==> src/rtl/golomb_pkg.sv <==
package golomb_pkg;
    typedef enum logic [1:0] {
        ST_PREFIX = 2'd0,
        ST_ZEROS  = 2'd1,
        ST_TAIL   = 2'd2,
        ST_EMIT   = 2'd3
    } gdec_state_t;
endpackage

==> src/rtl/golomb_cnt.sv <==
module golomb_cnt #(
    parameter int W = 2
) (
    input  logic         clk,
    input  logic         rst,
    input  logic         clr,
    input  logic         inc,
    input  logic [W-1:0] lim,
    output logic         rs
);
    logic [W-1:0] cnt;

    always_ff @(posedge clk) begin
        if (rst || clr) cnt <= '0;
        else if (inc)   cnt <= cnt + 1'b1;
    end

    assign rs = (cnt == lim);
endmodule

==> src/rtl/golomb_tail.sv <==
module golomb_tail #(
    parameter int TW = 2
) (
    input  logic clk,
    input  logic rst,
    input  logic clr,
    input  logic shift,
    input  logic bit_in,
    input  logic dec,
    output logic zero
);
    logic [TW-1:0] val;

    always_ff @(posedge clk) begin
        if (rst || clr)  val <= '0;
        else if (shift)  val <= (val << 1) | TW'(bit_in);
        else if (dec)    val <= val - 1'b1;
    end

    assign zero = (val == '0);
endmodule

==> src/rtl/golomb_decomp.sv <==
module golomb_decomp
    import golomb_pkg::*;
#(
    parameter int M = 4
) (
    input  logic clk,
    input  logic rst,
    input  logic bit_in,
    input  logic bit_vld,
    output logic en,
    output logic out_bit,
    output logic out_v
);
    localparam int TW = (M > 2) ? $clog2(M) : 1;
    localparam logic [TW-1:0] LIM_ZEROS = TW'(M - 1);
    localparam logic [TW-1:0] LIM_TAIL  = TW'(TW - 1);

    gdec_state_t state, state_nx;
    logic        accept, rs, tail_zero;
    logic        cnt_clr, cnt_inc;
    logic [TW-1:0] cnt_lim;

    initial begin
        if (M < 2 || (M & (M - 1)) != 0) $error("M must be a power of two >= 2");
    end

    assign accept = en && bit_vld;

    // shared counter: zero count in ZEROS, tail bit index in TAIL
    assign cnt_clr = (state == ST_PREFIX);
    assign cnt_inc = (state == ST_ZEROS) || ((state == ST_TAIL) && accept);
    assign cnt_lim = (state == ST_ZEROS) ? LIM_ZEROS : LIM_TAIL;

    golomb_cnt #(.W(TW)) u_cnt (
        .clk (clk),
        .rst (rst),
        .clr (cnt_clr),
        .inc (cnt_inc),
        .lim (cnt_lim),
        .rs  (rs)
    );

    golomb_tail #(.TW(TW)) u_tail (
        .clk    (clk),
        .rst    (rst),
        .clr    (state == ST_PREFIX),
        .shift  ((state == ST_TAIL) && accept),
        .bit_in (bit_in),
        .dec    ((state == ST_EMIT) && !tail_zero),
        .zero   (tail_zero)
    );

    // state register
    always_ff @(posedge clk) begin
        if (rst) state <= ST_PREFIX;
        else     state <= state_nx;
    end

    always_comb begin
        state_nx = state;
        unique case (state)
            ST_PREFIX: if (accept) state_nx = bit_in ? ST_ZEROS : ST_TAIL;
            ST_ZEROS:  if (rs) state_nx = ST_PREFIX;
            ST_TAIL:   if (accept && rs) state_nx = ST_EMIT;
            ST_EMIT:   if (tail_zero) state_nx = ST_PREFIX;
            default:   state_nx = ST_PREFIX;
        endcase
    end

    // outputs
    always_comb begin
        en      = 1'b0;
        out_v   = 1'b0;
        out_bit = 1'b0;
        unique case (state)
            ST_PREFIX: en = 1'b1;
            ST_TAIL:   en = 1'b1;
            ST_ZEROS:  out_v = 1'b1;
            ST_EMIT: begin
                out_v   = 1'b1;
                out_bit = tail_zero;
            end
            default: en = 1'b0;
        endcase
    end

    // handshake sides never overlap
    p_en_v_excl_r5: assert property (@(posedge clk) disable iff (rst)
        en != out_v);

    // a prefix one starts a group of zeros
    p_prefix_one_r2: assert property (@(posedge clk) disable iff (rst)
        (state == ST_PREFIX && accept && bit_in) |=> (out_v && !out_bit && !en));

    // group of zeros is not cut short before the counter completes
    p_zeros_hold_r2: assert property (@(posedge clk) disable iff (rst)
        (state == ST_ZEROS && !rs) |=> (state == ST_ZEROS));

    // separator produces no output and opens tail collection
    p_separator_r3: assert property (@(posedge clk) disable iff (rst)
        (state == ST_PREFIX && accept && !bit_in) |=> (state == ST_TAIL && en && !out_v));

    // the closing one returns the decoder to prefix decoding
    p_emit_end_r4: assert property (@(posedge clk) disable iff (rst)
        (out_v && out_bit) |=> (state == ST_PREFIX && en));

    // no offered bit, no change
    p_stall_r6: assert property (@(posedge clk) disable iff (rst)
        (en && !bit_vld) |=> ($stable(state) && en && !out_v));
endmodule

==> config.mk <==
export PLATFORM = sky130hd
export DESIGN_NAME = golomb_decomp
export DESIGN_NICKNAME = d
export VERILOG_FILES = /design/src/rtl/golomb_pkg.sv /design/src/rtl/golomb_cnt.sv /design/src/rtl/golomb_tail.sv /design/src/rtl/golomb_decomp.sv
export SDC_FILE = /design/constraint.sdc
export NUM_CORES = 1
export LEC_CHECK = 0
export CAP_MARGIN = 10
export CORE_UTILIZATION = 30
export CTS_BUF_LIST = sky130_fd_sc_hd__clkbuf_4 sky130_fd_sc_hd__clkbuf_8 sky130_fd_sc_hd__clkbuf_16
export DETAILED_ROUTE_END_ITERATION = 10
export DONT_BUFFER_PORTS = 1
export PLACE_DENSITY = 0.43
export SYNTH_ARGS = -nofsm -noshare
export SYNTH_HDL_FRONTEND = slang
export SYNTH_HIERARCHICAL = 1
export SYNTH_SLANG_ARGS = --single-unit
==> constraint.sdc <==
create_clock -name clk -period 4.1 [get_ports clk]
set_input_delay 0.615 -clock clk [delete_from_list [all_inputs] [get_ports clk]]
set_output_delay 0.615 -clock clk [all_outputs]
set_load 0.005 [all_outputs]
==> results of run 1 <==
worst max path at each step:
stage                              from      endpoint  slack (ns)  cells after the start
after floorplan                 bit_vld  u_cnt/cnt[1]        2.63                      4
after global placement          bit_vld  u_cnt/cnt[1]        2.60                      4
after detailed placement        bit_vld  u_cnt/cnt[1]        2.56                      4
after CTS                 u_tail/val[0]       out_bit        2.39                      3
after global routing      u_tail/val[0]       out_bit        2.32                      3
final                     u_tail/val[0]       out_bit        2.42                      3
area by class of cell:
cell class / count / area (um2) / share of cell area [%]
tap: 15 / 18.8 / 4.25
clock buffer: 3 / 22.5 / 5.10
inverter: 4 / 15.0 / 3.40
multi-input combinational: 32 / 265 / 60.1
sequential: 6 / 120 / 27.2
registers in the layout (all words and copies together), names as in the netlist:
name and flops:
state 2, u_cnt/cnt 2, u_tail/val 2
cell usage in the layout (no fill, tap or decap), drive strengths merged, types with 2 or more instances in the layout:
| cell | count |
|---|---|
| a21bo | 2 |
| nor2b | 2 |
| inv | 4 |
| xnor2 | 2 |
| clkbuf | 3 |
| nor3 | 2 |
| nor2 | 3 |
| nand2 | 2 |
| dfxtp | 6 |
| or2 | 2 |
| or3b | 2 |
| xor2 | 2 |
metal layers:
layer | wire length (um) | vias to the layer above | GRT usage, %
li1 | - | 155 | -
met1 | 329 | 139 | 15.6
met2 | 341 | 5 | 18.9
met3 | 40 | 2 | 6.25
met4 | 12 | 0 | 12.9
met5 | 0 | - | 0
per-stage QoR:
stage / hold WS [ns] / total power, mW
CTS: 0.419 / 0.145
global route: 0.407 / 0.155
global placement: 0.534 / 0.0867
floorplan: 0.526 / 0.0878
finish: 0.430 / 0.141
detailed placement: 0.559 / 0.0878
kinds of logic after synthesis:
family                     count (synthesis)  share of synthesized area (%)
xor gates and xnor gates                   4                           8.21
and+or+nand+nor                           17                           25.2
other                                      1                          0.879
DFF                                        6                           28.2
AOI/OAI and AO/OA                          7                           19.1
buffers and inverters                      7                           9.68
muxes                                      2                           5.86
adders and majority gates                  1                           2.93
power by group through the flow:
stage	clock network, mW	logic [mW]	registers [mW]
global placement	0	0.0207	0.0659
detailed placement	0	0.0217	0.0661
global route	0.0650	0.0239	0.0657
floorplan	0	0.0249	0.0629
CTS	0.0583	0.0219	0.0649
finish	0.0541	0.0216	0.0651
==> results.toml, run 1 <==
[status]
outcome = "finished, final reports clean"

[placed_design]
place_area_um2 = 419
port_buffers = 0
gp_congestion = 0.695
dp_cells = 57
dpl.hpwl_um = 567
preCtsSetupSlack_ns = 2.56

[sta]
fmax_ghz = 0.594
fin_crit_sh_pct = 41.1
finalMaxSlewViolations = 0
finalSetupViolCount = 0
layout_setup_ws_ns = 2.42
min_period_ns = 1.68
skew_ns = 0.00126
tns_ns = 0
rsz0062_at_grt = "false"
hold_viol = 0

[global_routing]
globalRoute.totalOverflow = 0
grt_pass1_vias = 301
antenna_found_initial = 0
grt_pass1_wl_mm = 1.34
grt_util_all_layers_pct = 13.9
grt_max_degree = 11

[setup_path]
cpPeakStageDelay_ns = 0.35
reg2reg_from = "state[0]"
critical_path.top_delay_family = "flip-flops"
worstPathRequired_ns = 3.48
crit_path_end_kind = "output pin"
cp_cell_sequence = "inv_1 -> ha_1 -> and3_1"
cp_num_buf_inv = 1
r2r_slack_ns = 2.59
path_class = "flip-flop to output pin"
reg2regPathDepth = 5
arrival_ns = 1.07
crit_path_start_kind = "flip-flop"
reg2reg_to = "state[0]"
cp_max_fo = 4
crit_slowest_cell = "dfxtp_1"

[routing]
vias = 301
wirelength_um = 723
viasPerCell = 5.02
drt_iter0_drc = 0
ant_nets = 0
drc = 0
first_pass_iters = 1
wl_per_cell_um = 12.1

[floorplan]
die_h_um = 39.7
dieArea_um2 = 1580
die_width_um = 39.7
start_util_pct = 32.4
core_area_um2 = 1320
io_pins = 7
rows = 13

[cells_and_area]
diodes = 0
areaGrowthSynthToFinish_pct = 3.52
num-nets-final = 52
final_util_pct = 33.5
stdcell_area_um2 = 442
instances_no_fill = 60
fill_cells = 140
drive_gt1_share_pct = 22.2

[power]
pwr-share-seq_pct = 46.3
pwr-share-comb_pct = 15.3
p_sw_mw = 0.0360
peakVddDrop_mv = 0.136
intPower_mw = 0.105
switching_share_pct = 25.6
powerDensity_nw_per_um2 = 319
p_clk_share_pct = 38.4
power_leakage_nw = 0.168

[yosys]
syn_avg_cell_area_um2 = 9.48
synth.top_cells.by_count = "dfxtp_1 (6), inv_1 (4), nor2_1 (3)"
ys.warnings.count = 6
synth_cells = 45
synth-edff-count = 0
yosysSeqAreaShare_pct = 28.2
synth_nets = 50
ys_seq_elements = 6
synthTopCellsByArea = "dfxtp_1 (28%), buf_6 (5.3%), a21bo_1 (4.7%)"
synth_top_area_cell = "dfxtp_1"
synth_top_cell_area_share_pct = 28.2
synthArstFlopShare_pct = 0
synthDistinctLibCells = 27
syn-cell-area_um2 = 427
synth-main-ff-cell = "dfxtp_1"
synth.most_common_cell = "dfxtp_1"

[clock_tree]
numCtsBuffers = 3
clkSinkCount = 6
clk_pin_slew_ns = 0.05
post_cts_buffers = 0
clock_latency_ns = 0.24
root_buffer = "clkbuf_4"
postCtsHoldBufs = 0
cts_max_path_buffers = 2
cts_tree = "yes"
htree_num_levels = 1
cts_resized = 0

[min_path]
min_from = "rst"
worstHoldPathCells = 1
hp-class = "input pin to flip-flop"
min_to = "state[1]"

[job]
max_cap_violations = 0
No activity file was read; power rests on OpenSTA's default activity.
==> inputs of run 2 (changes only) <==
clock period = 1.66 ns   (was 4.1 ns; I/O delays follow)
==> run 2 against run 1 <==
Against the previous run: cell area up 1.7%; flip-flop and latch count unchanged; die area unchanged; setup slack worse by 2.2 ns; worst hold slack worse by 0.37 ns.
==> results.toml, run 2 (same netlist as run 1, synthesis figures left out) <==
[routing]
wl_per_cell_um = 13.4
drt_iter0_drc = 4
viasPerCell = 5.03
drc = 0
ant_nets = 0
first_pass_iters = 4
wirelength_um = 819
vias = 307

[sta]
fmax_ghz = 0.699
finalSetupViolCount = 0
hold_viol = 0
skew_ns = 0.000677
rsz0062_at_grt = "false"
tns_ns = 0
min_period_ns = 1.43
fin_crit_sh_pct = 86.2
layout_setup_ws_ns = 0.229
finalMaxSlewViolations = 0

[clock_tree]
clk_pin_slew_ns = 0.05
clkSinkCount = 6
cts_tree = "yes"
root_buffer = "clkbuf_4"
clock_latency_ns = 0.25
htree_num_levels = 1
numCtsBuffers = 3
postCtsHoldBufs = 0
post_cts_buffers = 0
cts_max_path_buffers = 2
cts_resized = 0

[floorplan]
core_area_um2 = 1320
io_pins = 7
die_width_um = 39.7
start_util_pct = 32.4
rows = 13
dieArea_um2 = 1580
die_h_um = 39.7

[cells_and_area]
areaGrowthSynthToFinish_pct = 5.28
seq_area_um2 = 120
num-nets-final = 53
drive_gt1_share_pct = 23.9
diodes = 0
final_common_cell = "dfxtp_1"
final_cell_mix = "dfxtp_1 (6), inv_1 (4), nor2_1 (3), clkbuf_4 (3)"
final_util_pct = 34.1
instances_no_fill = 61
fill_cells = 136
multi_input_area_um2 = 265
top_regs = "state: 2 flops, u_cnt/cnt: 2 flops, u_tail/val: 2 flops"

[global_routing]
grt_util_all_layers_pct = 14.9
grt_pass1_vias = 333
globalRoute.totalOverflow = 0
grt_pass1_wl_mm = 1.39
grt_max_degree = 9
antenna_found_initial = 0

[setup_path]
crit_path_start_kind = "flip-flop"
cp_max_fo = 4
arrival_ns = 1.58
path_class = "flip-flop to flip-flop"
crit_path_end_kind = "flip-flop"
worstPathRequired_ns = 1.81

[power]
power_mw = 0.362
peakVddDrop_mv = 0.403
power_leakage_nw = 0.173
powerDensity_nw_per_um2 = 805

[placed_design]
dp_cells = 58
port_buffers = 0
gp_congestion = 0.689
preCtsSetupSlack_ns = 0.237
dpl.hpwl_um = 612

[min_path]
hp-class = "input pin to flip-flop"

[status]
outcome = "finished, final reports clean"

[job]
max_cap_violations = 0
[run 2: cell count changes in the layout (fill, tap and decap cells not counted)]
cell	delta
buf_4	+1
[run 2: area by class of cell]
type | instances | share of cell area (%)
repair buffers | 1 | 1.67
clock buffers | 3 | 5.01
inverters | 4 | 3.34
flip-flops and latches | 6 | 26.7
well taps | 15 | 4.18
multi-input cells | 32 | 59.1
[run 2: per-layer routing]
metal	vias to the layer above	part of all wire, %	GRT usage (%)
li1	155	-	-
met1	144	42	12.4
met2	8	51	25.4
met3	0	7.1	9.09
met4	0	0	10.3
met5	-	0	0
[run 2: where the power goes]
group          switching (mW)  internal [mW]
Combinational          0.0288         0.0295
Clock                  0.0623         0.0824
Sequential            0.00908          0.150
Total                   0.100          0.262
[run 2: worst paths after layout]
kind / start / depth (start not counted) / end / slack, ns
worst max register to register: u_tail/val[0] / 5 / u_tail/val[0] / 0.23
worst min register to register: u_cnt/cnt[0] / 2 / u_cnt/cnt[1] / 0.57
worst max-delay path: u_tail/val[0] / 5 / u_tail/val[0] / 0.23
worst min-delay path: rst / 1 / u_cnt/cnt[1] / 0.06
[run 2: worst max-delay path: stages, from the launching register on]
cell       delay [ns]
dfxtp_1          0.35
inv_1            0.06
ha_1             0.23
nor2_1           0.21
xnor2_1          0.13
a2111oi_2        0.35
[run 2: metrics by stage]
stage                     cell area (um2)  hold WS (ns)
after global placement                427         0.313
after detailed placement              427         0.318
after floorplan                       427         0.311
final                                 449        0.0561
after global routing                  449        0.0397
after CTS                             449        0.0443
